==> src/rtl/pll_bringup_pkg.sv <==
package pll_bringup_pkg;

  localparam int REG_W = 32;

  typedef enum logic [3:0] {
    ST_IDLE,
    ST_ENSAT,
    ST_BYP_ON,
    ST_RST_ON,
    ST_DIV,
    ST_BW_LO,
    ST_BW_HI,
    ST_HOLD,
    ST_RST_OFF,
    ST_LOCK,
    ST_BYP_OFF
  } seq_state_e;

  typedef enum logic [1:0] {
    RMW_IDLE,
    RMW_READ,
    RMW_MERGE,
    RMW_WRITE
  } rmw_state_e;

  typedef struct packed {
    logic             sel;
    logic [REG_W-1:0] mask;
    logic [REG_W-1:0] value;
  } rmw_req_t;

endpackage

==> src/rtl/pll_bw_calc.sv <==
module pll_bw_calc #(
  parameter int M_W  = 13,
  parameter int BW_W = 12
) (
  input  logic [M_W-1:0]  mult,
  output logic [BW_W-1:0] bw
);
  localparam int EXT_W = M_W + 1;

  // half of (mult + 1), minus one; extended by one bit so mult = max does not wrap
  assign bw = BW_W'((({1'b0, mult} + EXT_W'(1)) >> 1) - EXT_W'(1));

endmodule

==> src/rtl/pll_wait_timer.sv <==
module pll_wait_timer #(
  parameter int CNT_W = 16
) (
  input  logic             clk,
  input  logic             rst,
  input  logic             run,
  input  logic [CNT_W-1:0] limit,
  output logic             expired
);
  logic [CNT_W-1:0] cnt_q;

  always_ff @(posedge clk) begin
    if (rst || !run) cnt_q <= '0;
    else             cnt_q <= cnt_q + CNT_W'(1);
  end

  // expires on the last of 'limit' running cycles
  assign expired = run && (cnt_q == limit - CNT_W'(1));

endmodule

==> src/rtl/pll_rmw_engine.sv <==
module pll_rmw_engine
  import pll_bringup_pkg::*;
(
  input  logic             clk,
  input  logic             rst,
  input  logic             req,
  input  rmw_req_t         req_info,
  output logic             ack,
  output logic             reg_rd,
  output logic             reg_wr,
  output logic             reg_sel,
  output logic [REG_W-1:0] reg_wdata,
  input  logic [REG_W-1:0] reg_rdata
);
  rmw_state_e       st_q;
  rmw_req_t         held_q;
  logic [REG_W-1:0] merged_q;

  always_ff @(posedge clk) begin
    if (rst) begin
      st_q     <= RMW_IDLE;
      held_q   <= '0;
      merged_q <= '0;
    end else begin
      unique case (st_q)
        RMW_IDLE: if (req) begin
          held_q <= req_info;
          st_q   <= RMW_READ;
        end
        RMW_READ:  st_q <= RMW_MERGE;
        RMW_MERGE: begin
          merged_q <= (reg_rdata & ~held_q.mask) | (held_q.value & held_q.mask);
          st_q     <= RMW_WRITE;
        end
        RMW_WRITE: st_q <= RMW_IDLE;
        default:   st_q <= RMW_IDLE;
      endcase
    end
  end

  assign reg_rd    = (st_q == RMW_READ);
  assign reg_wr    = (st_q == RMW_WRITE);
  assign ack       = reg_wr;
  assign reg_sel   = held_q.sel;
  assign reg_wdata = merged_q;

endmodule

==> src/rtl/pll_bringup_seq.sv <==
module pll_bringup_seq
  import pll_bringup_pkg::*;
#(
  parameter int REF_KHZ   = 100000,
  parameter int HOLD_NS   = 5000,
  parameter int LOCK_BASE = 500,
  parameter int M_W       = 13,
  parameter int D_W       = 6,
  parameter int BW_W      = 12,
  parameter int D_POS     = 0,
  parameter int M_POS     = 6,
  parameter int BYP_POS   = 23,
  parameter int BWLO_POS  = 24
) (
  input  logic             clk,
  input  logic             rst,
  input  logic             start,
  input  logic             main_ready,
  input  logic [M_W-1:0]   pllm,
  input  logic [D_W-1:0]   plld,
  output logic             busy,
  output logic             done,
  output logic             reg_rd,
  output logic             reg_wr,
  output logic             reg_sel,
  output logic [REG_W-1:0] reg_wdata,
  input  logic [REG_W-1:0] reg_rdata
);
  // word 1 field positions are fixed
  localparam int RST_POS  = 13;
  localparam int SAT_POS  = 6;
  localparam int BWHI_POS = 0;
  localparam int BWLO_W   = 8;
  localparam int BWHI_W   = BW_W - BWLO_W;

  localparam int HOLD_RAW = (REF_KHZ * HOLD_NS + 999999) / 1000000;
  localparam int HOLD_CYC = (HOLD_RAW < 1) ? 1 : HOLD_RAW;
  localparam int LOCK_MAX = LOCK_BASE * (2 ** D_W);
  localparam int CNT_MAX  = (HOLD_CYC > LOCK_MAX) ? HOLD_CYC : LOCK_MAX;
  localparam int CNT_W    = $clog2(CNT_MAX + 1);

  localparam logic [REG_W-1:0] M_MASK    = REG_W'((64'd1 << M_W) - 64'd1) << M_POS;
  localparam logic [REG_W-1:0] D_MASK    = REG_W'((64'd1 << D_W) - 64'd1) << D_POS;
  localparam logic [REG_W-1:0] BYP_MASK  = REG_W'(1) << BYP_POS;
  localparam logic [REG_W-1:0] BWLO_MASK = REG_W'((64'd1 << BWLO_W) - 64'd1) << BWLO_POS;
  localparam logic [REG_W-1:0] RST_MASK  = REG_W'(1) << RST_POS;
  localparam logic [REG_W-1:0] SAT_MASK  = REG_W'(1) << SAT_POS;
  localparam logic [REG_W-1:0] BWHI_MASK = REG_W'((64'd1 << BWHI_W) - 64'd1) << BWHI_POS;

  seq_state_e     st_q, st_d;
  logic [M_W-1:0] m_q;
  logic [D_W-1:0] d_q;
  logic [BW_W-1:0] bw;
  logic           done_q;
  logic           req, ack;
  rmw_req_t       op;
  logic           t_run, t_exp;
  logic [CNT_W-1:0] t_limit;

  pll_bw_calc #(.M_W(M_W), .BW_W(BW_W)) u_bw (
    .mult (m_q),
    .bw   (bw)
  );

  pll_wait_timer #(.CNT_W(CNT_W)) u_timer (
    .clk     (clk),
    .rst     (rst),
    .run     (t_run),
    .limit   (t_limit),
    .expired (t_exp)
  );

  pll_rmw_engine u_rmw (
    .clk       (clk),
    .rst       (rst),
    .req       (req),
    .req_info  (op),
    .ack       (ack),
    .reg_rd    (reg_rd),
    .reg_wr    (reg_wr),
    .reg_sel   (reg_sel),
    .reg_wdata (reg_wdata),
    .reg_rdata (reg_rdata)
  );

  // field update requested by each write step
  always_comb begin
    req = 1'b1;
    op  = '0;
    unique case (st_q)
      ST_ENSAT:   op = '{sel: 1'b1, mask: SAT_MASK, value: SAT_MASK};
      ST_BYP_ON:  op = '{sel: 1'b0, mask: BYP_MASK, value: BYP_MASK};
      ST_RST_ON:  op = '{sel: 1'b1, mask: RST_MASK, value: RST_MASK};
      ST_DIV:     op = '{sel: 1'b0, mask: M_MASK | D_MASK,
                         value: (REG_W'(m_q) << M_POS) | (REG_W'(d_q) << D_POS)};
      ST_BW_LO:   op = '{sel: 1'b0, mask: BWLO_MASK,
                         value: REG_W'(bw[BWLO_W-1:0]) << BWLO_POS};
      ST_BW_HI:   op = '{sel: 1'b1, mask: BWHI_MASK,
                         value: REG_W'(bw[BW_W-1:BWLO_W]) << BWHI_POS};
      ST_RST_OFF: op = '{sel: 1'b1, mask: RST_MASK, value: '0};
      ST_BYP_OFF: op = '{sel: 1'b0, mask: BYP_MASK, value: '0};
      default:    req = 1'b0;
    endcase
  end

  assign t_run   = (st_q == ST_HOLD) || (st_q == ST_LOCK);
  assign t_limit = (st_q == ST_HOLD) ? CNT_W'(HOLD_CYC)
                                     : CNT_W'(LOCK_BASE) * (CNT_W'(d_q) + CNT_W'(1));

  always_comb begin
    st_d = st_q;
    unique case (st_q)
      ST_IDLE:    if (start && main_ready) st_d = ST_ENSAT;
      ST_ENSAT:   if (ack) st_d = ST_BYP_ON;
      ST_BYP_ON:  if (ack) st_d = ST_RST_ON;
      ST_RST_ON:  if (ack) st_d = ST_DIV;
      ST_DIV:     if (ack) st_d = ST_BW_LO;
      ST_BW_LO:   if (ack) st_d = ST_BW_HI;
      ST_BW_HI:   if (ack) st_d = ST_HOLD;
      ST_HOLD:    if (t_exp) st_d = ST_RST_OFF;
      ST_RST_OFF: if (ack) st_d = ST_LOCK;
      ST_LOCK:    if (t_exp) st_d = ST_BYP_OFF;
      ST_BYP_OFF: if (ack) st_d = ST_IDLE;
      default:    st_d = ST_IDLE;
    endcase
  end

  always_ff @(posedge clk) begin
    if (rst) begin
      st_q   <= ST_IDLE;
      m_q    <= '0;
      d_q    <= '0;
      done_q <= 1'b0;
    end else begin
      st_q   <= st_d;
      done_q <= (st_q == ST_BYP_OFF) && ack;
      if (st_q == ST_IDLE && start && main_ready) begin
        m_q <= pllm;
        d_q <= plld;
      end
    end
  end

  assign busy = (st_q != ST_IDLE);
  assign done = done_q;

endmodule

==> config.mk <==
export PLATFORM = sky130hd
export DESIGN_NAME = pll_bringup_seq
export DESIGN_NICKNAME = d
export VERILOG_FILES = /design/src/rtl/pll_bringup_pkg.sv /design/src/rtl/pll_bw_calc.sv /design/src/rtl/pll_wait_timer.sv /design/src/rtl/pll_rmw_engine.sv /design/src/rtl/pll_bringup_seq.sv
export SDC_FILE = /design/constraint.sdc
export NUM_CORES = 1
export LEC_CHECK = 0
export BUFFER_PORTS_ARGS = -buffer_cell sky130_fd_sc_hd__buf_2
export CORE_AREA = 2 2 120 122
export CTS_CLUSTER_SIZE = 25
export DETAILED_ROUTE_END_ITERATION = 7
export DIE_AREA = 0 0 122 124
export PLACE_DENSITY = 0.79
export SLEW_MARGIN = 0
export SYNTH_ARGS = -nofsm -noshare
export SYNTH_HDL_FRONTEND = slang
export SYNTH_HIERARCHICAL = 1
export SYNTH_SLANG_ARGS = --single-unit
==> constraint.sdc <==
create_clock -name clk -period 8.12 [get_ports clk]
set_clock_uncertainty 0.05 [all_clocks]
set_input_delay 0.406 -clock clk [delete_from_list [all_inputs] [get_ports clk]]
set_output_delay 0.406 -clock clk [all_outputs]
set_load 0.03 [all_outputs]
==> impl_metrics.ini <==
[run_status]
status = complete, no violations

[clocking]
clk_pin_slew_worst_paths_ns = 0.06
tritoncts = built
post_cts_resize_count = 0
cts_max_path_buffers = 2
clkLatencyLatePin_ns = 0.43
clock_sinks = 138
numCtsBuffers = 17
clk_root_buffer_cell = clkbuf_16
postCtsSetupRepairBufs = 0
htreeDepth = 4
ctsHoldBuffers = 0

[power]
ir_drop_v = 0.0001891
p_leak_nw = 3.635
powerDensity_mw_per_mm2 = 328.3

[timing]
finalCritPeriodShare_pct = 83.30
worstMarginPinSlew_ns = 1.214
hold_viol = 0
slew_violations = 0
max_slew_margin_pct = 18.80
setup_viol = 0
clock.fmax_ghz = 0.1478
rsz0062_at_grt = no
period_minus_slack_ns = 6.764
finalSetupTns_ns = 0

[drt]
route.detailed.drc = 0
routed_wl_um = 18000
vias = 6855
wire_per_inst_um = 14.39
drtIter0Drc = 567
viasPerCell = 5.480
ant_nets = 0
drt-pass1-iter-count = 5

[finish]
multi_input_area_sq_mm = 0.004987
fillers = 1160
final_nets = 1165
stdcell_area_sq_mm = 0.009134
seq_area_sq_mm = 0.002763
mostFrequentLayoutCells = nand2_1 (198), dfxtp_1 (138), a21oi_1 (94)
antenna_cells = 0
area_delta_synth_final_pct = 12.03
drive_above_1_share_pct = 14.94
finalCoreUtilization_pct = 66.58
mostFrequentLayoutCell = nand2_1

[worst_setup_path]
crit_slowest_cell = dfxtp_1
endpoint_kind = flop
crit_fanout = 11
r2r_start = d_q[0]
critPathArrivalTime_ns = 7.06
required_ns = 8.42
cp-startpoint = d_q[0]
r2r_slack_ns = 1.36
critPathKind = reg2reg
worstSetupEndpoint = st_q[2]
critPathLaunchType = flop
rr_endpoint = st_q[2]
worstRegToRegCells = 25
critPathMaxStageDelay_ns = 0.58

[run]
drv_cap = 0

[synth]
synth_warnings = 6
synth_fa_ha_area_share_pct = 8.993
ys_seq_elements = 138
synth_mux_area_share_pct = 5.279
synth_flop_cell = dfxtp_1
synth_largest_area_cell = dfxtp_1
synth_compound_area_share_pct = 14.69
synth-simple-area-share_pct = 23.30
synthArstFlopShare_pct = 0
synthDistinctLibCells = 69
avgSynthCellArea_sq_um = 8.235
yosysTopAreaCellShare_pct = 33.89
seq_area_frac_synth_pct = 33.89
synth_edf_count = 0
synth_cells = 990
synth_xor_area_share_pct = 7.842
syn_area_sq_mm = 0.008153
synth_area_leaders = dfxtp_1 (34%), nand2_1 (9.2%), ha_1 (6.3%)
synth_top_family_by_area = simple AND/OR/NAND/NOR gates

[grt]
antenna_found_initial = 0
track_usage_pct = 23.95
grt-ovfl-total = 0
grt_max_degree = 95
grt_pass1_wl_um = 28970
grt_pass1_vias = 6069

[min_path]
hold_path_class = in2reg

[die]
core_sq_mm = 0.01372
die_w_um = 122
die-area_sq_mm = 0.01513
num_io_pins = 92
initial_utilization_pct = 59.43
die_h_um = 124
placementRows = 43

[placement]
hpwlAfterDp_um = 12530
placed_cell_area_sq_mm = 0.008549
port_buffers = 91
gp_congestion = 0.9258
## cell type report
cell class                 instances  share of cell area, %
timing repair buffer              92                  5.096
clock buffer                      20                  5.000
tap                              180                  2.466
sequential                       138                  30.25
inverter                          29                  1.192
multi-input combinational        780                  54.60
clock inverter                    12                  1.397
## logic make-up after synthesis
logic type                 count (synthesis)
xor gates and xnor gates                  73
buffers and inverters                     90
adders and majority gates                 52
AOI/OAI and AO/OA                        187
and+or+nand+nor                          406
DFF                                      138
muxes                                     43
other                                      1
## sequential cells by signal, summed over array words and instances, names as in the netlist
register,cells
st_q,4
u_rmw/st_q,2
d_q,6
u_timer/cnt_q,15
done,1
m_q,13
u_rmw/reg_wdata,32
u_rmw/held_q,64
u_rmw/reg_sel,1
## Yosys cell counts (3+ instances only)
cell,count
a211oi_1,36
a21o_1,8
a21oi_1,94
a21oi_2,13
a31oi_1,4
and2_1,25
and3_1,9
buf_1,4
buf_2,14
buf_4,5
buf_6,5
buf_8,5
clkbuf_1,25
dfxtp_1,138
fa_1,11
ha_1,41
inv_1,29
mux2i_1,43
nand2_1,199
nand2b_1,7
nand3_1,17
nand3b_1,3
nand4_1,8
nor2_1,86
nor2b_1,6
nor3_1,12
nor4_1,3
o21ai_0,11
or2_2,3
or3_1,4
or4_1,3
xnor2_1,41
xor2_1,32
## worst max-delay path, delay by kind of cell, from the launching register on
| family | cells | cell delay, ns |
|---|---|---|
| simple gates | 6 | 1.35 |
| fa+ha+maj | 6 | 2.11 |
| flops | 1 | 0.58 |
| buf+inv | 3 | 0.31 |
| xor+xnor | 4 | 1.13 |
| compound gates | 6 | 1.15 |
## per-stage QoR
stage / worst slack (ns) / total power [mW] / cells / hold WS (ns)
floorplan: 1.987 / 2.055 / 1008 / 0.3860
global placement: 1.628 / 2.210 / 1219 / 0.3920
detailed placement: 1.425 / 2.235 / 1219 / 0.3987
CTS: 1.345 / 3.001 / 1251 / 0.1569
global route: 0.7991 / 3.194 / 1251 / 0.1675
finish: 1.356 / 2.998 / 1251 / 0.1671
## metal layers
| metal | global-route usage, % | part of all wire, % |
|---|---|---|
| met5 | 0 | 0 |
| met4 | 7.112 | 1.0 |
| met3 | 4.670 | 6.3 |
| met2 | 36.45 | 45 |
| met1 | 34.42 | 48 |
## where the power goes
group          total, mW  internal [mW]  switching (mW)
logic               1.36          0.479           0.884
registers          0.877          0.777           0.101
clock network      0.758          0.446           0.312
total               3.00           1.70            1.30
## how the worst min path moves through the flow
stage	endpoint	slack [ns]	depth (start not counted)	startpoint
finish	m_q[4]	0.17	3	pllm[4]
global route	m_q[4]	0.17	3	pllm[4]
CTS	m_q[12]	0.16	3	pllm[12]
detailed placement	u_rmw/held_q[24]	0.40	2	u_rmw/held_q[24]
global placement	u_rmw/reg_sel	0.39	2	u_rmw/reg_sel
floorplan	u_rmw/held_q[0]	0.39	2	u_rmw/held_q[0]
Power figures use the tool's default switching activity.
